[src/rtl/pll_rate_lookup.sv]
module pll_rate_lookup #(
  parameter int DEPTH  = 8,
  parameter int RATE_W = 32,
  parameter int NR_W   = 6,
  parameter int NO_W   = 4,
  parameter int NF_W   = 13,
  parameter int BW_W   = 12,
  parameter int ACC_W  = 64,
  localparam int IDX_W = (DEPTH > 1) ? $clog2(DEPTH) : 1
) (
  input  logic              clk,
  input  logic              rst_n,
  input  logic              tbl_we,
  input  logic [IDX_W-1:0]  tbl_idx,
  input  logic [RATE_W-1:0] tbl_rate,
  input  logic [NR_W-1:0]   tbl_nr,
  input  logic [NO_W-1:0]   tbl_no,
  input  logic [NF_W-1:0]   tbl_nf,
  input  logic [BW_W-1:0]   tbl_bw,
  input  logic              req_valid,
  input  logic [1:0]        req_op,
  input  logic [RATE_W-1:0] req_rate,
  input  logic [NR_W-1:0]   req_nr,
  input  logic [NO_W-1:0]   req_no,
  input  logic [NF_W-1:0]   req_nf,
  input  logic              req_bypass,
  output logic              busy,
  output logic              done,
  output logic              res_hit,
  output logic [RATE_W-1:0] res_rate,
  output logic [NR_W-1:0]   res_nr,
  output logic [NO_W-1:0]   res_no,
  output logic [NF_W-1:0]   res_nf,
  output logic [BW_W-1:0]   res_bw
);
  localparam int DEN_W = NR_W + NO_W + 1;
  localparam int CNT_W = $clog2(ACC_W);
  localparam logic [1:0] OP_EXACT = 2'd0;
  localparam logic [1:0] OP_ROUND = 2'd1;

  typedef enum logic [1:0] {S_IDLE, S_SCAN, S_DIV} st_t;

  st_t               state;
  logic [RATE_W-1:0] t_rate [DEPTH];
  logic [NR_W-1:0]   t_nr   [DEPTH];
  logic [NO_W-1:0]   t_no   [DEPTH];
  logic [NF_W-1:0]   t_nf   [DEPTH];
  logic [BW_W-1:0]   t_bw   [DEPTH];

  logic [1:0]        op_q;
  logic [RATE_W-1:0] key_q;
  logic [IDX_W-1:0]  idx;
  logic [DEN_W-1:0]  den_q, rem;
  logic [ACC_W-1:0]  quo;
  logic [CNT_W-1:0]  cnt;

  wire [RATE_W-1:0] cur_rate = t_rate[idx];
  wire              at_end   = (cur_rate == '0);
  wire              at_last  = (idx == IDX_W'(DEPTH - 1));
  wire              match    = (op_q == OP_EXACT) ? (cur_rate == key_q) : (cur_rate <= key_q);
  wire [IDX_W-1:0]  sel      = at_end ? idx - 1'b1 : idx;

  wire [DEN_W:0]    rem_sh = {rem, quo[ACC_W-1]};
  wire              ge     = (rem_sh >= {1'b0, den_q});
  wire [DEN_W-1:0]  rem_n  = ge ? DEN_W'(rem_sh - {1'b0, den_q}) : rem_sh[DEN_W-1:0];
  wire [ACC_W-1:0]  quo_n  = {quo[ACC_W-2:0], ge};

  wire accept = req_valid && !busy;
  assign busy = (state != S_IDLE) || done;

  always_ff @(posedge clk or negedge rst_n) begin
    if (!rst_n) begin
      for (int i = 0; i < DEPTH; i++) begin
        t_rate[i] <= '0; t_nr[i] <= '0; t_no[i] <= '0; t_nf[i] <= '0; t_bw[i] <= '0;
      end
    end else if (tbl_we) begin
      t_rate[tbl_idx] <= tbl_rate;
      t_nr[tbl_idx]   <= tbl_nr;
      t_no[tbl_idx]   <= tbl_no;
      t_nf[tbl_idx]   <= tbl_nf;
      t_bw[tbl_idx]   <= tbl_bw;
    end
  end

  always_ff @(posedge clk or negedge rst_n) begin
    if (!rst_n) begin
      state <= S_IDLE; done <= 1'b0; op_q <= '0; key_q <= '0; idx <= '0;
      den_q <= '0; rem <= '0; quo <= '0; cnt <= '0;
      res_hit <= 1'b0; res_rate <= '0; res_nr <= '0; res_no <= '0; res_nf <= '0; res_bw <= '0;
    end else begin
      done <= 1'b0;
      case (state)
        S_IDLE: if (accept) begin
          op_q  <= req_op;
          key_q <= req_rate;
          idx   <= '0;
          if (!req_op[1]) begin
            state <= S_SCAN;
          end else if (req_bypass) begin
            done <= 1'b1; res_hit <= 1'b1; res_rate <= req_rate;
            res_nr <= '0; res_no <= '0; res_nf <= '0; res_bw <= '0;
          end else begin
            state <= S_DIV;
            quo   <= ACC_W'(req_rate) * ACC_W'({1'b0, req_nf} + 1'b1);
            den_q <= DEN_W'({1'b0, req_nr} + 1'b1) * DEN_W'({1'b0, req_no} + 1'b1);
            rem   <= '0;
            cnt   <= '0;
          end
        end
        S_SCAN: begin
          if (at_end || match || at_last) begin
            state <= S_IDLE;
            done  <= 1'b1;
            if ((at_end && (idx == '0 || op_q == OP_EXACT)) || (!at_end && !match && op_q == OP_EXACT)) begin
              res_hit <= 1'b0; res_rate <= '0;
              res_nr <= '0; res_no <= '0; res_nf <= '0; res_bw <= '0;
            end else begin
              res_hit  <= 1'b1;
              res_rate <= t_rate[sel];
              res_nr   <= t_nr[sel];
              res_no   <= t_no[sel];
              res_nf   <= t_nf[sel];
              res_bw   <= t_bw[sel];
            end
          end else begin
            idx <= idx + 1'b1;
          end
        end
        S_DIV: begin
          rem <= rem_n;
          quo <= quo_n;
          cnt <= cnt + 1'b1;
          if (cnt == CNT_W'(ACC_W - 1)) begin
            state <= S_IDLE; done <= 1'b1; res_hit <= 1'b1;
            res_rate <= quo_n[RATE_W-1:0];
            res_nr <= '0; res_no <= '0; res_nf <= '0; res_bw <= '0;
          end
        end
        default: state <= S_IDLE;
      endcase
    end
  end

  assert_single_done_R7: assert property (@(posedge clk) disable iff (!rst_n)
    done |=> !done);

  assert_scan_step_R7: assert property (@(posedge clk) disable iff (!rst_n)
    (state == S_SCAN && $past(state) == S_SCAN) |-> idx == IDX_W'($past(idx) + 1'b1));

  assert_busy_ignore_R8: assert property (@(posedge clk) disable iff (!rst_n)
    busy |=> ($stable(op_q) && $stable(key_q)));

  assert_exact_rate_R4: assert property (@(posedge clk) disable iff (!rst_n)
    (done && res_hit && op_q == OP_EXACT) |-> res_rate == key_q);

  assert_round_miss_empty_R9: assert property (@(posedge clk) disable iff (!rst_n)
    (done && !res_hit && op_q == OP_ROUND) |-> t_rate[0] == '0);

  assert_reset_idle_R10: assert property (@(posedge clk) disable iff (!rst_n)
    $rose(done) |-> $past(state != S_IDLE || accept));
endmodule

[config.mk]
export PLATFORM = sky130hd
export DESIGN_NAME = pll_rate_lookup
export DESIGN_NICKNAME = d
export VERILOG_FILES = /design/src/rtl/pll_rate_lookup.sv
export SDC_FILE = /design/constraint.sdc
export NUM_CORES = 2
export LEC_CHECK = 0
export CAP_MARGIN = 20
export CORE_MARGIN = 3
export CORE_UTILIZATION = 65
export CTS_CLUSTER_SIZE = 28
export DETAILED_ROUTE_END_ITERATION = 12
export PLACE_DENSITY = 0.86
export SYNTH_ARGS = -nofsm -noshare
export SYNTH_HDL_FRONTEND = slang
export SYNTH_SLANG_ARGS = --single-unit
[constraint.sdc]
create_clock -name clk -period 10.8 [get_ports clk]
set_input_delay 1.08 -clock clk [delete_from_list [all_inputs] [get_ports clk]]
set_output_delay 1.08 -clock clk [all_outputs]
set_load 0.02 [all_outputs]
==> flow_metrics.tcl <==
set metrics [dict create \
    antenna_found_initial 15 \
    grt-ovfl-total 0 \
    worstPathMaxFanout 34 \
    fmax_mhz 113 \
    worst_pin_slew_ps 1220 \
    required_ps 11310 \
    cts_hold_buf 0 \
    ys_types 79 \
    grt_max_degree 188 \
    synth_area_sq_um 51900 \
    path_clk_slew_ps 60 \
    grtUsageTotal_pct 36.6 \
    worst_ir_drop_vdd_v 0.000324 \
    ios 202 \
    p_leak_nw 25.7 \
    final_nets 5583 \
    yosysWarnings 0 \
    coreArea_sq_um 79000 \
    clk_latency_ps 640 \
    cts.sinks 736 \
    hold_path.class "flip-flop to flip-flop" \
    grt_pass1_wl_microns 238000 \
    slew_headroom_pct 18.5 \
    synth.avg_cell_area_sq_um 10.7 \
    reg2reg_slack_ps 3940 \
    drv_slew 0 \
    tns_ps 0 \
    synthCells 4846 \
    die_height_microns 289 \
    drive_gt1_share_pct 18.3 \
    cts_buffer_depth 3 \
    synth_top_family_by_area "adder cells" \
    die_width_microns 289 \
    grt_pass1_vias 42200 \
    synth_xor_area_share_pct 1.37 \
    ys_seq_elements 736 \
    globalplace.congestion 0.963 \
    finalCritPeriodShare_pct 82.0 \
    synth_fa_ha_area_share_pct 18.8 \
    rows 103 \
    cts_tree "done" \
    synth_compound_area_share_pct 11.4 \
    syn_nets 5534 \
    htree_levels 3 \
    routed_wl_microns 152000 \
    die-area_sq_um 83300 \
    drt_first_pass_iters 9 \
    ys.flop_type "dfrtp_1" \
    start_kind "input pin" \
    synthSimpleGateAreaFrac_pct 10.5 \
    cp_data_arrival_time_ps 9360 \
    worst_slack_ps 1950 \
    skew_ps 39.0 \
    cts_buffers 77 \
    worstSetupPathType "input pin to flip-flop" \
    drc 0 \
    routedWlPerCell_microns 25.2 \
    drv_cap 0 \
    synth_mux_area_share_pct 16.9 \
    p_per_area_nw_per_um2 320 \
    antenna_left 0 \
    post_cts_buffers 0 \
    synth_seq_area_share_pct 35.5 \
    endpoint_kind "flip-flop" \
    synth-edff-count 0 \
    clockRootBuffer "clkbuf_16" \
    finalHoldViolations 0 \
    start_util_pct 65.7 \
    setup-violations-final 0 \
    dp_slack_ps 1500 \
    area_delta_synth_final_pct 10.9 \
    viasPerCell 6.72 \
    min_period_ps 8850 \
    drt_iter0_markers 5223 \
    outcome "complete, no violations" \
    io_buffer_count 201 \
    dp_hpwl_microns 98900 \
    rsz0062_at_grt "no" \
    ctsResizeCount 0 \
    routed-via-count 40500 \
    synth-async-reset-ratio_pct 100 \
]
## power by group
part / switching (mW) / internal (mW) / total, mW
sequential: 0.697 / 3.53 / 4.23
combinational: 6.64 / 4.73 / 11.4
clock: 1.18 / 1.65 / 2.83
total: 8.52 / 9.91 / 18.4
## worst paths after layout
kind                                start            to  cells after the start
worst min-delay path              quo[55]       quo[55]                      2
worst max register to register     idx[1]  res_rate[22]                     14
min in group asynchronous           rst_n      t_bw[81]                      1
worst max-delay path            req_nf[0]       quo[37]                     27
max in group asynchronous           rst_n        idx[0]                      2
worst min register to register    quo[55]       quo[55]                      2
## metal layers
layer | wire [microns] | track usage (%) | share of wire [%]
met1 | 55600 | 47.3 | 37
met2 | 69900 | 57.8 | 46
met3 | 18100 | 10.3 | 12
met4 | 7860 | 17.0 | 5.2
met5 | 58 | 0 | 0.038
## registers in the layout (all words and copies together) (netlist names), 11 cells and up
register and count:
quo 64, rem 11, res_nf 13, res_rate 32, t_bw 96, key_q 32, t_nf 104, den_q 11
t_no 32, t_nr 48, res_bw 12, t_rate 256
## critical path, stage by stage
cell	delay [ps]
clkdlybuf4s50_1	460
buf_4	320
ha_1	330
nand3_1	150
xnor2_2	780
buf_4	370
nand2_1	100
fa_1	550
inv_1	50
fa_1	460
fa_1	500
fa_1	510
fa_1	520
inv_1	50
fa_1	480
inv_1	50
ha_1	350
a21o_1	190
a21o_1	170
a21oi_1	150
o21ai_0	120
a311o_1	400
a21oi_1	220
o21ai_0	260
a31oi_1	300
xnor2_1	100
a221o_1	320
## layout by cell type (no fill, tap or decap), types with 60 or more instances in the layout
cell type          n
nand2_1          624
nand3_1           72
o22a_1            60
mux4_2            77
clkbuf_16         77
and2_1           164
ha_1             182
o21ai_0          165
nor2_1           122
clkdlybuf4s50_1  200
inv_1            439
mux2_2           572
fa_1             372
o221ai_1         104
a21oi_1          140
dfrtp_1          733
buf_4             71
## kinds of logic (layout without fill, tap and decap cells)
logic type / count (synthesis) / count (layout)
flip-flops: 736 / 736
other: 0 / 12
AO/OA/AOI/OAI: 836 / 836
buffers and inverters: 749 / 861
multiplexers: 708 / 708
adder cells (fa/ha/maj): 556 / 556
AND/OR/NAND/NOR: 1183 / 1183
XOR/XNOR: 78 / 78
## per-stage QoR
| step | hold slack [ps] | instances | total power [mW] | util, % | instance area [sq um] |
|---|---|---|---|---|---|
| 3_3_place_gp | 450 | 5863 | 14.9 | 69.4 | 54800 |
| 3_5_place_dp | 457 | 5863 | 15.2 | 69.4 | 54800 |
| 4_1_cts | 469 | 6005 | 18.2 | 72.8 | 57500 |
| 2_1_floorplan | 440 | 4846 | 12.1 | - | 51900 |
| 5_1_grt | 503 | 6013 | 19.7 | 72.9 | 57600 |
| 6_report | 468 | 6020 | 18.4 | 72.9 | 57600 |
## cells in the mapped netlist, drive strengths merged (13+ instances only)
cell,count,area share [%]
buf,80,0.78
a32oi,14,0.24
o31ai,13,0.19
a221oi,14,0.24
inv,441,3.2
o22ai,38,0.50
mux4,77,3.3
nor4,14,0.20
ha,184,4.4
xnor2,47,0.84
mux2i,59,1.1
a31oi,21,0.28
a211oi,24,0.35
clkbuf,227,1.6
nand2b,39,0.47
nor2b,28,0.34
and3,23,0.28
a21o,48,0.69
o221ai,104,1.8
nor3,36,0.35
a21oi,142,1.4
nor2,127,0.92
o21ai,177,1.7
nand2,625,4.5
and2,165,2.0
o22a,60,1.0
dfrtp,736,35
a22oi,44,0.64
a222oi,38,0.73
fa,372,14
mux2,572,12
nand4,18,0.22
nand3,73,0.71
xor2,31,0.52
## final cells by class
| type | instances | area (sq um) |
|---|---|---|
| fillers | 5285 | 21400 |
| clock buffers | 113 | 2240 |
| multi-input cells | 3361 | 30800 |
| clock inverters | 29 | 473 |
| inverters | 442 | 1660 |
| diodes | 12 | 30.0 |
| repair buffers | 277 | 2640 |
| flip-flops and latches | 736 | 18400 |
| well taps | 1050 | 1310 |
Note: power is estimated with default switching activity, not from simulation.
